**config.mk**
```make
export PLATFORM = sky130hd
export DESIGN_NAME = ckp_prescaler
export DESIGN_NICKNAME = d
export VERILOG_FILES = /design/src/rtl/ckp_pkg.sv /design/src/rtl/ckp_unlock.sv /design/src/rtl/ckp_select_reg.sv /design/src/rtl/ckp_divider.sv /design/src/rtl/ckp_prescaler.sv
export SDC_FILE = /design/constraint.sdc
export NUM_CORES = 1
export LEC_CHECK = 0
export ABC_AREA = 1
export BUFFER_PORTS_ARGS = -buffer_cell sky130_fd_sc_hd__buf_4
export CAP_MARGIN = 25
export CORE_MARGIN = 1.5
export CORE_UTILIZATION = 45
export DETAILED_ROUTE_END_ITERATION = 8
export PLACE_DENSITY = 0.76
export SLEW_MARGIN = 20
export SYNTH_ARGS = -nofsm -noshare
export SYNTH_HDL_FRONTEND = slang
export SYNTH_SLANG_ARGS = --single-unit
```
**constraint.sdc**
```tcl
create_clock -name clk_i -period 3 [get_ports clk_i]
set_clock_uncertainty 0.05 [all_clocks]
set_input_delay 0.15 -clock clk_i [delete_from_list [all_inputs] [get_ports clk_i]]
set_output_delay 0.15 -clock clk_i [all_outputs]
set_load 0.02 [all_outputs]
```
**src/rtl/ckp_pkg.sv**
```systemverilog
package ckp_pkg;

  // Low-bit mask for a power-of-two factor 2**code, as 32 bits.
  function automatic logic [31:0] ckp_mask(input logic [3:0] code);
    return (32'd1 << code) - 32'd1;
  endfunction

  // Larger of two select codes.
  function automatic logic [3:0] ckp_max(input logic [3:0] a, input logic [3:0] b);
    return (a > b) ? a : b;
  endfunction

endpackage

```
**src/rtl/ckp_unlock.sv**
```systemverilog
module ckp_unlock #(
  parameter int          DATA_W    = 8,
  parameter logic [7:0]  SIGNATURE = 8'hD8,
  parameter int          WINDOW    = 4,
  localparam int         WIN_W     = $clog2(WINDOW + 1)
) (
  input  logic              clk_i,
  input  logic              rst_ni,
  input  logic              guard_wr_i,
  input  logic              sel_wr_i,
  input  logic [DATA_W-1:0] wdata_i,
  output logic              open_o
);

  logic [WIN_W-1:0] left_q;
  logic [WIN_W-1:0] left_d;

  assign open_o = (left_q != '0);

  always_comb begin
    left_d = left_q;
    if (guard_wr_i) begin
      left_d = (wdata_i == DATA_W'(SIGNATURE)) ? WIN_W'(WINDOW) : '0;
    end else if (sel_wr_i && open_o) begin
      left_d = '0;
    end else if (open_o) begin
      left_d = left_q - 1'b1;
    end
  end

  always_ff @(posedge clk_i or negedge rst_ni) begin
    if (!rst_ni) left_q <= '0;
    else         left_q <= left_d;
  end

endmodule

```
**src/rtl/ckp_select_reg.sv**
```systemverilog
module ckp_select_reg #(
  parameter int SEL_W      = 4,
  parameter int MAX_CODE   = 8,
  parameter int RESET_CODE = 3
) (
  input  logic             clk_i,
  input  logic             rst_ni,
  input  logic             sel_wr_i,
  input  logic             open_i,
  input  logic [SEL_W-1:0] code_i,
  output logic [SEL_W-1:0] sel_o
);

  logic legal;
  logic take;

  assign legal = (code_i <= SEL_W'(MAX_CODE));
  assign take  = sel_wr_i && open_i && legal;

  always_ff @(posedge clk_i or negedge rst_ni) begin
    if (!rst_ni)   sel_o <= SEL_W'(RESET_CODE);
    else if (take) sel_o <= code_i;
  end

endmodule

```
**src/rtl/ckp_divider.sv**
```systemverilog
module ckp_divider #(
  parameter int SEL_W      = 4,
  parameter int CNT_W      = 8,
  parameter int RESET_CODE = 3
) (
  input  logic             clk_i,
  input  logic             rst_ni,
  input  logic [SEL_W-1:0] sel_i,
  output logic [SEL_W-1:0] act_o,
  output logic             en_o
);
  import ckp_pkg::*;

  logic [CNT_W-1:0] cnt_q;
  logic [CNT_W-1:0] act_mask;
  logic [CNT_W-1:0] join_mask;
  logic             swap;

  assign act_mask  = CNT_W'(ckp_mask(4'(act_o)));
  assign join_mask = CNT_W'(ckp_mask(ckp_max(4'(act_o), 4'(sel_i))));
  assign en_o      = ((cnt_q & act_mask) == '0);
  assign swap      = (sel_i != act_o) && ((cnt_q & join_mask) == '0);

  always_ff @(posedge clk_i or negedge rst_ni) begin
    if (!rst_ni) cnt_q <= '0;
    else         cnt_q <= cnt_q + 1'b1;
  end

  always_ff @(posedge clk_i or negedge rst_ni) begin
    if (!rst_ni)   act_o <= SEL_W'(RESET_CODE);
    else if (swap) act_o <= sel_i;
  end

endmodule

```
**src/rtl/ckp_prescaler.sv**
```systemverilog
module ckp_prescaler #(
  parameter int         ADDR_W     = 2,
  parameter int         DATA_W     = 8,
  parameter int         SEL_W      = 4,
  parameter int         MAX_CODE   = 8,
  parameter int         RESET_CODE = 3,
  parameter int         WINDOW     = 4,
  parameter logic [7:0] SIGNATURE  = 8'hD8,
  parameter int         GUARD_ADDR = 0,
  parameter int         SEL_ADDR   = 1,
  localparam int        CNT_W      = MAX_CODE
) (
  input  logic              clk_i,
  input  logic              rst_ni,
  input  logic [ADDR_W-1:0] bus_addr_i,
  input  logic              bus_we_i,
  input  logic [DATA_W-1:0] bus_wdata_i,
  output logic [DATA_W-1:0] bus_rdata_o,
  output logic              clk_en_o
);

  logic             guard_wr;
  logic             sel_wr;
  logic             win_open;
  logic [SEL_W-1:0] sel_q;
  logic [SEL_W-1:0] act_q;

  assign guard_wr = bus_we_i && (bus_addr_i == ADDR_W'(GUARD_ADDR));
  assign sel_wr   = bus_we_i && (bus_addr_i == ADDR_W'(SEL_ADDR));

  ckp_unlock #(
    .DATA_W(DATA_W), .SIGNATURE(SIGNATURE), .WINDOW(WINDOW)
  ) u_unlock (
    .clk_i(clk_i), .rst_ni(rst_ni), .guard_wr_i(guard_wr),
    .sel_wr_i(sel_wr), .wdata_i(bus_wdata_i), .open_o(win_open)
  );

  ckp_select_reg #(
    .SEL_W(SEL_W), .MAX_CODE(MAX_CODE), .RESET_CODE(RESET_CODE)
  ) u_select (
    .clk_i(clk_i), .rst_ni(rst_ni), .sel_wr_i(sel_wr), .open_i(win_open),
    .code_i(bus_wdata_i[SEL_W-1:0]), .sel_o(sel_q)
  );

  ckp_divider #(
    .SEL_W(SEL_W), .CNT_W(CNT_W), .RESET_CODE(RESET_CODE)
  ) u_divider (
    .clk_i(clk_i), .rst_ni(rst_ni), .sel_i(sel_q), .act_o(act_q), .en_o(clk_en_o)
  );

  always_comb begin
    bus_rdata_o = '0;
    if (bus_addr_i == ADDR_W'(SEL_ADDR)) begin
      bus_rdata_o = {{(DATA_W-SEL_W){1'b0}}, sel_q};
    end
  end

endmodule

```
==> results.md, run 1 <==
- Outcome: finished, final reports clean
- CP Launch Type: register
- Max FO, Critical Path: 8
- Worst R2R End: u_divider.act_o[1]
- Core area: 0.00308 mm2
- Synthesized flop and latch total: 19
- Diode count: 0
- Antenna violations before repair: 0
- Non-Filler Instances: ~280
- Port bufs: 17
- Layout cell share with drive strength beyond 1: 20.3%
- Clock Sink Count: 19
- CP arrival: ~3 ns
- Fin crit share: roughly 93%
- Setup CP Type: register to register
- RR Startpoint: u_select.sel_o[1]
- Rel. slew slack: 61.4%
- Syn Std Cell Area: 0.00147 mm2
- Boundary Pins: 22
- H-tree Lvls: 1
- Area of the multi-input gates: 865 um2
- Critical Path RT: 3.18 ns
- Hold Path Cell Cnt: 3
- Setup_tns: 0 ns
- Vias in the first global route: 1,296
- Crit end category: register
- Grt total ovfl: 0
- Area Growth Syn to Fin: 16.5%
- Reg area: 480 um2
- Reg2Reg Depth: 20
- Wire length per cell: 11.2 um
- R2r setup slk: 0.21 ns
- Final Critical Period: 2.79 ns
- Drt first pass iters: 4
- Post-Syn Instances: approximately 210
- Clk buf depth: 2
- Post-synthesis cell type count: 28
- Wirelength, routed: 3.09 mm
- Starting DRC count in detailed routing: between 60 and 70
- Number of fill cells in the layout: 305
- Placed cells: 270
- Hold Crit Class: input pin to register
- Final Max Slew Viols: 0
- WHS Endpoint: u_select.sel_o[2]
- RSZ-0062 raised after global routing: false
- Post-synthesis average cell area: 7.06 um2
- Residual DRC: 0
- Drt via density: 5.09
- CTS tree: done
- # rows: 20
- GRT Total Usage: 20.0%
- Max-Cap Viols: 0
- Chip Width: around 60 um
- Total number of vias: 1,406
- Clk pin slew, worst setup/hold paths: 0.10 ns
- Die H: approximately 60 um
- Initial Util: 47.7%
- Largest net degree at the start of global routing: 20
- YS warnings: 0
- Routability congestion estimate: approximately 0.9
- Fin util: 55.6%
- CTS root buf: clkbuf_4
- Global-route wire length before repair: 5.49 mm
- Hold wc startpoint: bus_wdata_i[2]
- Clock buffer count from CTS: 3
- Fin. Hold Viols: 0
- FMAX: 359 MHz
- Total Nets Final: 255
- Sequential-to-total area share from yosys stat: 32.7%
- Dpl hpwl: 2.48 mm
- Slew @ Worst Pin: between 0.5 and 0.6 ns
- DRT antenna net count: 0
- Die area: 0.00362 mm2
- Later-pin clock latency in the skew report: 0.29 ns
- Setup-failing EPs final: 0
==> per-layer routing <==
metal,vias up,GRT usage [%],share of wire [%],routed length [um]
met5,-,0,0,0
met4,0,7.62,0.71,22
met3,2,1.95,5.0,155
met2,43,32.5,50,1560
met1,652,27.4,44,1350
li1,709,-,-,-
==> registers in the layout, summed over array words and instances (netlist names) <==
register,cells
u_select.sel_o,4
u_unlock.left_q,3
u_divider.act_o,4
u_divider.cnt_q,8
==> Yosys cell counts (all sizes together) <==
cell type / number / area [um2]
nand2: 58 / 250
inv: 32 / 120
nor2: 27 / 121
nand3: 22 / 125
dfrtp: 15 / 375
o21ai: 10 / 50.1
ha: 9 / 113
xor2: 6 / 52.6
buf: 4 / 30.0
dfstp: 4 / 105
nand4: 4 / 25.0
nor3: 4 / 20.0
a21oi: 3 / 15.0
a2111oi: 1 / 8.76
a31oi: 1 / 6.26
clkinv: 1 / 5.00
conb: 1 / 3.75
nand3b: 1 / 7.51
nor3b: 1 / 7.51
nor4: 1 / 6.26
o2111ai: 1 / 8.76
o22ai: 1 / 6.26
or2: 1 / 6.26
==> metrics by stage <==
step                      hold slack, ns  worst slack [ns]  area [um2]
final                             0.0227             0.214        1710
after global routing              0.0247            0.0108        1710
after CTS                         0.0175             0.103        1680
after detailed placement         -0.0182             0.114        1650
after global placement           -0.0210             0.195        1650
after floorplan                   -0.196             0.378        1480
==> cell families (layout without fill, tap and decap cells) <==
group,Yosys count,after routing,share of synthesized area [%]
other cells,1,4,0.255
compound gates,17,17,6.47
xor+xnor,6,6,3.58
flops,19,19,32.7
buf+inv,37,58,10.6
fa+ha+maj,9,9,7.67
simple gates,119,119,38.8
==> cell usage in the layout, fill, tap and decap left out, types with 2 or more instances in the layout <==
| cell type | instances |
|---|---|
| clkbuf_4 | 3 |
| nand2_4 | 2 |
| dfrtp_1 | 15 |
| a21oi_1 | 3 |
| buf_4 | 20 |
| nor2_4 | 2 |
| nand2_2 | 7 |
| xor2_1 | 6 |
| nand4_1 | 4 |
| conb_1 | 4 |
| inv_1 | 31 |
| nand3_1 | 19 |
| nor3_1 | 4 |
| ha_1 | 8 |
| o21ai_0 | 10 |
| nor2_1 | 23 |
| nor2_2 | 2 |
| nand3_2 | 2 |
| dfstp_2 | 4 |
| nand2_1 | 49 |
==> worst max-delay path, stage by stage, from the launching register on <==
cell and delay [ns]:
dfstp_2 0.56, inv_2 0.06, ha_4 0.28, nand2_1 0.05, nand2_1 0.06, nand2_2 0.06, nand2_4 0.10, nand2_4 0.08
nand2_1 0.08, nand2_1 0.08, nor2_4 0.14, nand3_1 0.09, ha_1 0.27, or2_2 0.29, nand3_1 0.08, inv_1 0.05
nand3_2 0.08, nor2_4 0.05, nand3_2 0.09, nand2_1 0.06, nand2_1 0.06
==> worst max path at each step <==
stage	startpoint	to	slack (ns)	cells after the start
after floorplan	u_select.sel_o[1]	u_divider.act_o[3]	0.38	20
after detailed placement	u_select.sel_o[1]	u_divider.act_o[2]	0.11	20
after global placement	u_select.sel_o[1]	u_divider.act_o[2]	0.20	20
after global routing	u_select.sel_o[3]	u_divider.act_o[3]	0.01	17
after CTS	u_select.sel_o[1]	u_divider.act_o[3]	0.10	20
final	u_select.sel_o[1]	u_divider.act_o[1]	0.21	20
==> area by class of cell <==
class / count / share of cell area (%)
multi-input cells: 155 / 50.5
flip-flops and latches: 19 / 28.1
repair buffers: 21 / 9.36
inverters: 33 / 7.31
well taps: 44 / 3.22
clock buffers: 4 / 1.54
==> repair_timing <==
action / CTS / global route
hold buffers: 1 / 0
gates resized for setup: 0 / 3
setup buffers: 0 / 1
hold endpoints to repair: 19 / 0
endpoints found under the setup margin: 0 / 4
Power of run 1 is not shown: default switching activity piles up to over one toggle a cycle in this logic, so the estimate is an artifact.
==> inputs of run 2 (changes only) <==
CORE_ASPECT_RATIO = 0.6   (was unset)
==> run 2 against run 1 <==
  * Global-route usage is 0.46 points higher
  * Highest routed layer unchanged
  * Largest cell class unchanged
  * Critical endpoint is now u_divider.act_o[0]
  * Cell area is 5.0% higher
  * First-iteration DRC count is 47% higher
==> results.md, run 2 (synthesis gave the netlist of run 1 again) <==
- Diode count: 0 (unchanged)
- Final Max Slew Viols: 0 (unchanged)
- Global-route wire length before repair: 5.56 mm (+1.3%)
- Initial Util: 49.2% (+1.5 points)
- Total Nets Final: 260 (+2.0%)
- Wire length per cell: 12.6 um (+12%)
- Most frequent cells in the layout: nand2_1 (45), inv_1 (31), buf_4 (25)
- R2r setup slk: 0.22 ns (about the same)
- Area Growth Syn to Fin: 22.4%
- Placed cell area: 0.00166 mm2 (+0.76%)
- CTS tree: done
- Residual DRC: 0 (unchanged)
- Fin crit share: 92.8% (about the same)
- Commonest non-fill, non-tap cell in the layout: nand2_1
- GRT Total Usage: 20.5% (+0.46 points)
- # rows: 15 (-25%)
- Outcome: finished, final reports clean
- Hold Path Cell Cnt: 3 (unchanged)
- Clock Sink Count: 19 (unchanged)
- Vias in the first global route: 1,204 (-7.1%)
- Total number of vias: 1,354 (-3.7%)
- Setup-failing EPs final: 0 (unchanged)
- Chip Width: 76.8 um (+28%)
- Antenna violations before repair: 0 (unchanged)
- DRT antenna net count: 0 (unchanged)
- Reg2Reg Depth: 20 (unchanged)
- Grt total ovfl: 0 (unchanged)
- Drt via density: 4.85 (-4.7%)
- Hold wc startpoint: bus_wdata_i[0]
- Rel. slew slack: 61.1% (-0.26 points)
- Core area: 0.00298 mm2 (-3.0%)
- Crit path largest cell delay: 0.56 ns (about the same)
- Boundary Pins: 22 (unchanged)
- Crit end category: register
- CP Launch Type: register
- Slowest cell on crit path: dfstp_2
- Slew @ Worst Pin: 0.577 ns (+0.00392 ns)
- FMAX: 359 MHz (about the same)
- Biggest regs: u_divider.cnt_q: 8 flops, u_divider.act_o: 4 flops, u_select.sel_o: 4 flops
- Starting DRC count in detailed routing: 94 (+47%)
- Max FO, Critical Path: 8 (unchanged)
- Critical Path RT: 3.16 ns (-0.02 ns)
- Drt first pass iters: 4 (unchanged)
- Hold Crit Class: input pin to register
- Wirelength, routed: 3.50 mm (+13%)
- Largest register FFs: 8 (unchanged)
- Largest net degree at the start of global routing: 20 (unchanged)
- Clk pin slew, worst setup/hold paths: 0.08 ns (-0.02 ns)
- Setup CP Type: register to register
- RR Startpoint: u_select.sel_o[1]
- Routability congestion estimate: 0.918 (+2.2%)
- Number of fill cells in the layout: 265 (-13%)
- Fin. Hold Viols: 0 (unchanged)
- Fin area: 0.00180 mm2 (+5.0%)
- Largest register by flop count: u_divider.cnt_q
- Die H: 47.3 um (-21%)
- Layout cell share with drive strength beyond 1: 24.9% (+4.6 points)
- Port bufs: 17 (unchanged)
- Dpl hpwl: 2.66 mm (+7.5%)
- Clock buffer count from CTS: 3 (unchanged)
- CP startpoint: u_select.sel_o[1]
- Clk buf depth: 2 (unchanged)
- Later-pin clock latency in the skew report: 0.27 ns (-0.02 ns)
- Max-Cap Viols: 0 (unchanged)
- H-tree Lvls: 1 (unchanged)
- Die area: 0.00363 mm2 (+0.31%)
- CTS root buf: clkbuf_8
- Cell Chain, Critical Path: inv_2 -> ha_4 -> nand2_1 -> nand2_1 -> nand2_2 -> nand2_4 -> nand2_4 -> nand2_2 -> nand2_2 -> nor2_4 -> nand2_2 -> ha_1 -> or2_2 -> nand3_1 -> inv_1 -> nand3_2 -> nor2_4 -> nand3_2 -> nand2_1 -> nand2_1
- Final Critical Period: 2.78 ns (-0.00121 ns)
- CP arrival: 2.94 ns (-0.03 ns)
==> run 2: timing repair <==
action                                 in CTS  in global routing
hold buffers                                1                  0
setup endpoints to repair                   0                  4
setup buffers                               0                  4
endpoints found under the hold margin      19                  0
resized for setup                           0                 11
==> run 2: layout make-up <==
cell class / instances / area [um2] / area share, %
repair buffers: 26 / 198 / 11.0
clock inverters: 1 / 7.51 / 0.418
flip-flops and latches: 19 / 480 / 26.7
clock buffers: 3 / 41.3 / 2.30
multi-input cells: 155 / 893 / 49.7
well taps: 42 / 52.6 / 2.92
inverters: 33 / 125 / 6.96
==> run 2: final timing paths <==
| check | end |
|---|---|
| worst min-delay path | u_select.sel_o[0] |
| min in group asynchronous | u_divider.cnt_q[0] |
| worst min register to register | u_unlock.left_q[0] |
| max in group asynchronous | u_divider.act_o[0] |
| worst max register to register | u_divider.act_o[0] |
| worst max-delay path | u_divider.act_o[0] |
==> run 2: metal layers <==
metal | up-vias | track usage (%) | wire length [um]
met2 | 36 | 29.0 | 1430
met1 | 600 | 30.0 | 1830
met5 | - | 0 | 0
met3 | 4 | 5.05 | 198
met4 | 0 | 8.15 | 42
li1 | 714 | - | -
==> run 2: critical path: cells and delay by family, from the launching register on <==
family                     cells  cell delay (ns)
and+or+nand+nor               16             1.44
DFF                            1             0.56
adders and majority gates      2             0.55
buffers and inverters          2             0.12
==> run 2: stage by stage <==
stage | std cells | hold WS, ns | TNS, ns | util [%] | worst slack, ns
detailed placement | 270 | -0.00704 | 0 | 55.6 | 0.130
finish | 279 | 0.0579 | 0 | 60.3 | 0.215
floorplan | 211 | -0.196 | 0 | - | 0.378
global route | 279 | 0.0704 | -0.0206 | 60.3 | -0.0206
global placement | 270 | -0.0121 | 0 | 55.6 | 0.149
CTS | 275 | 0.0592 | 0 | 57.6 | 0.0977
Power of run 2 is left out for the same reason.
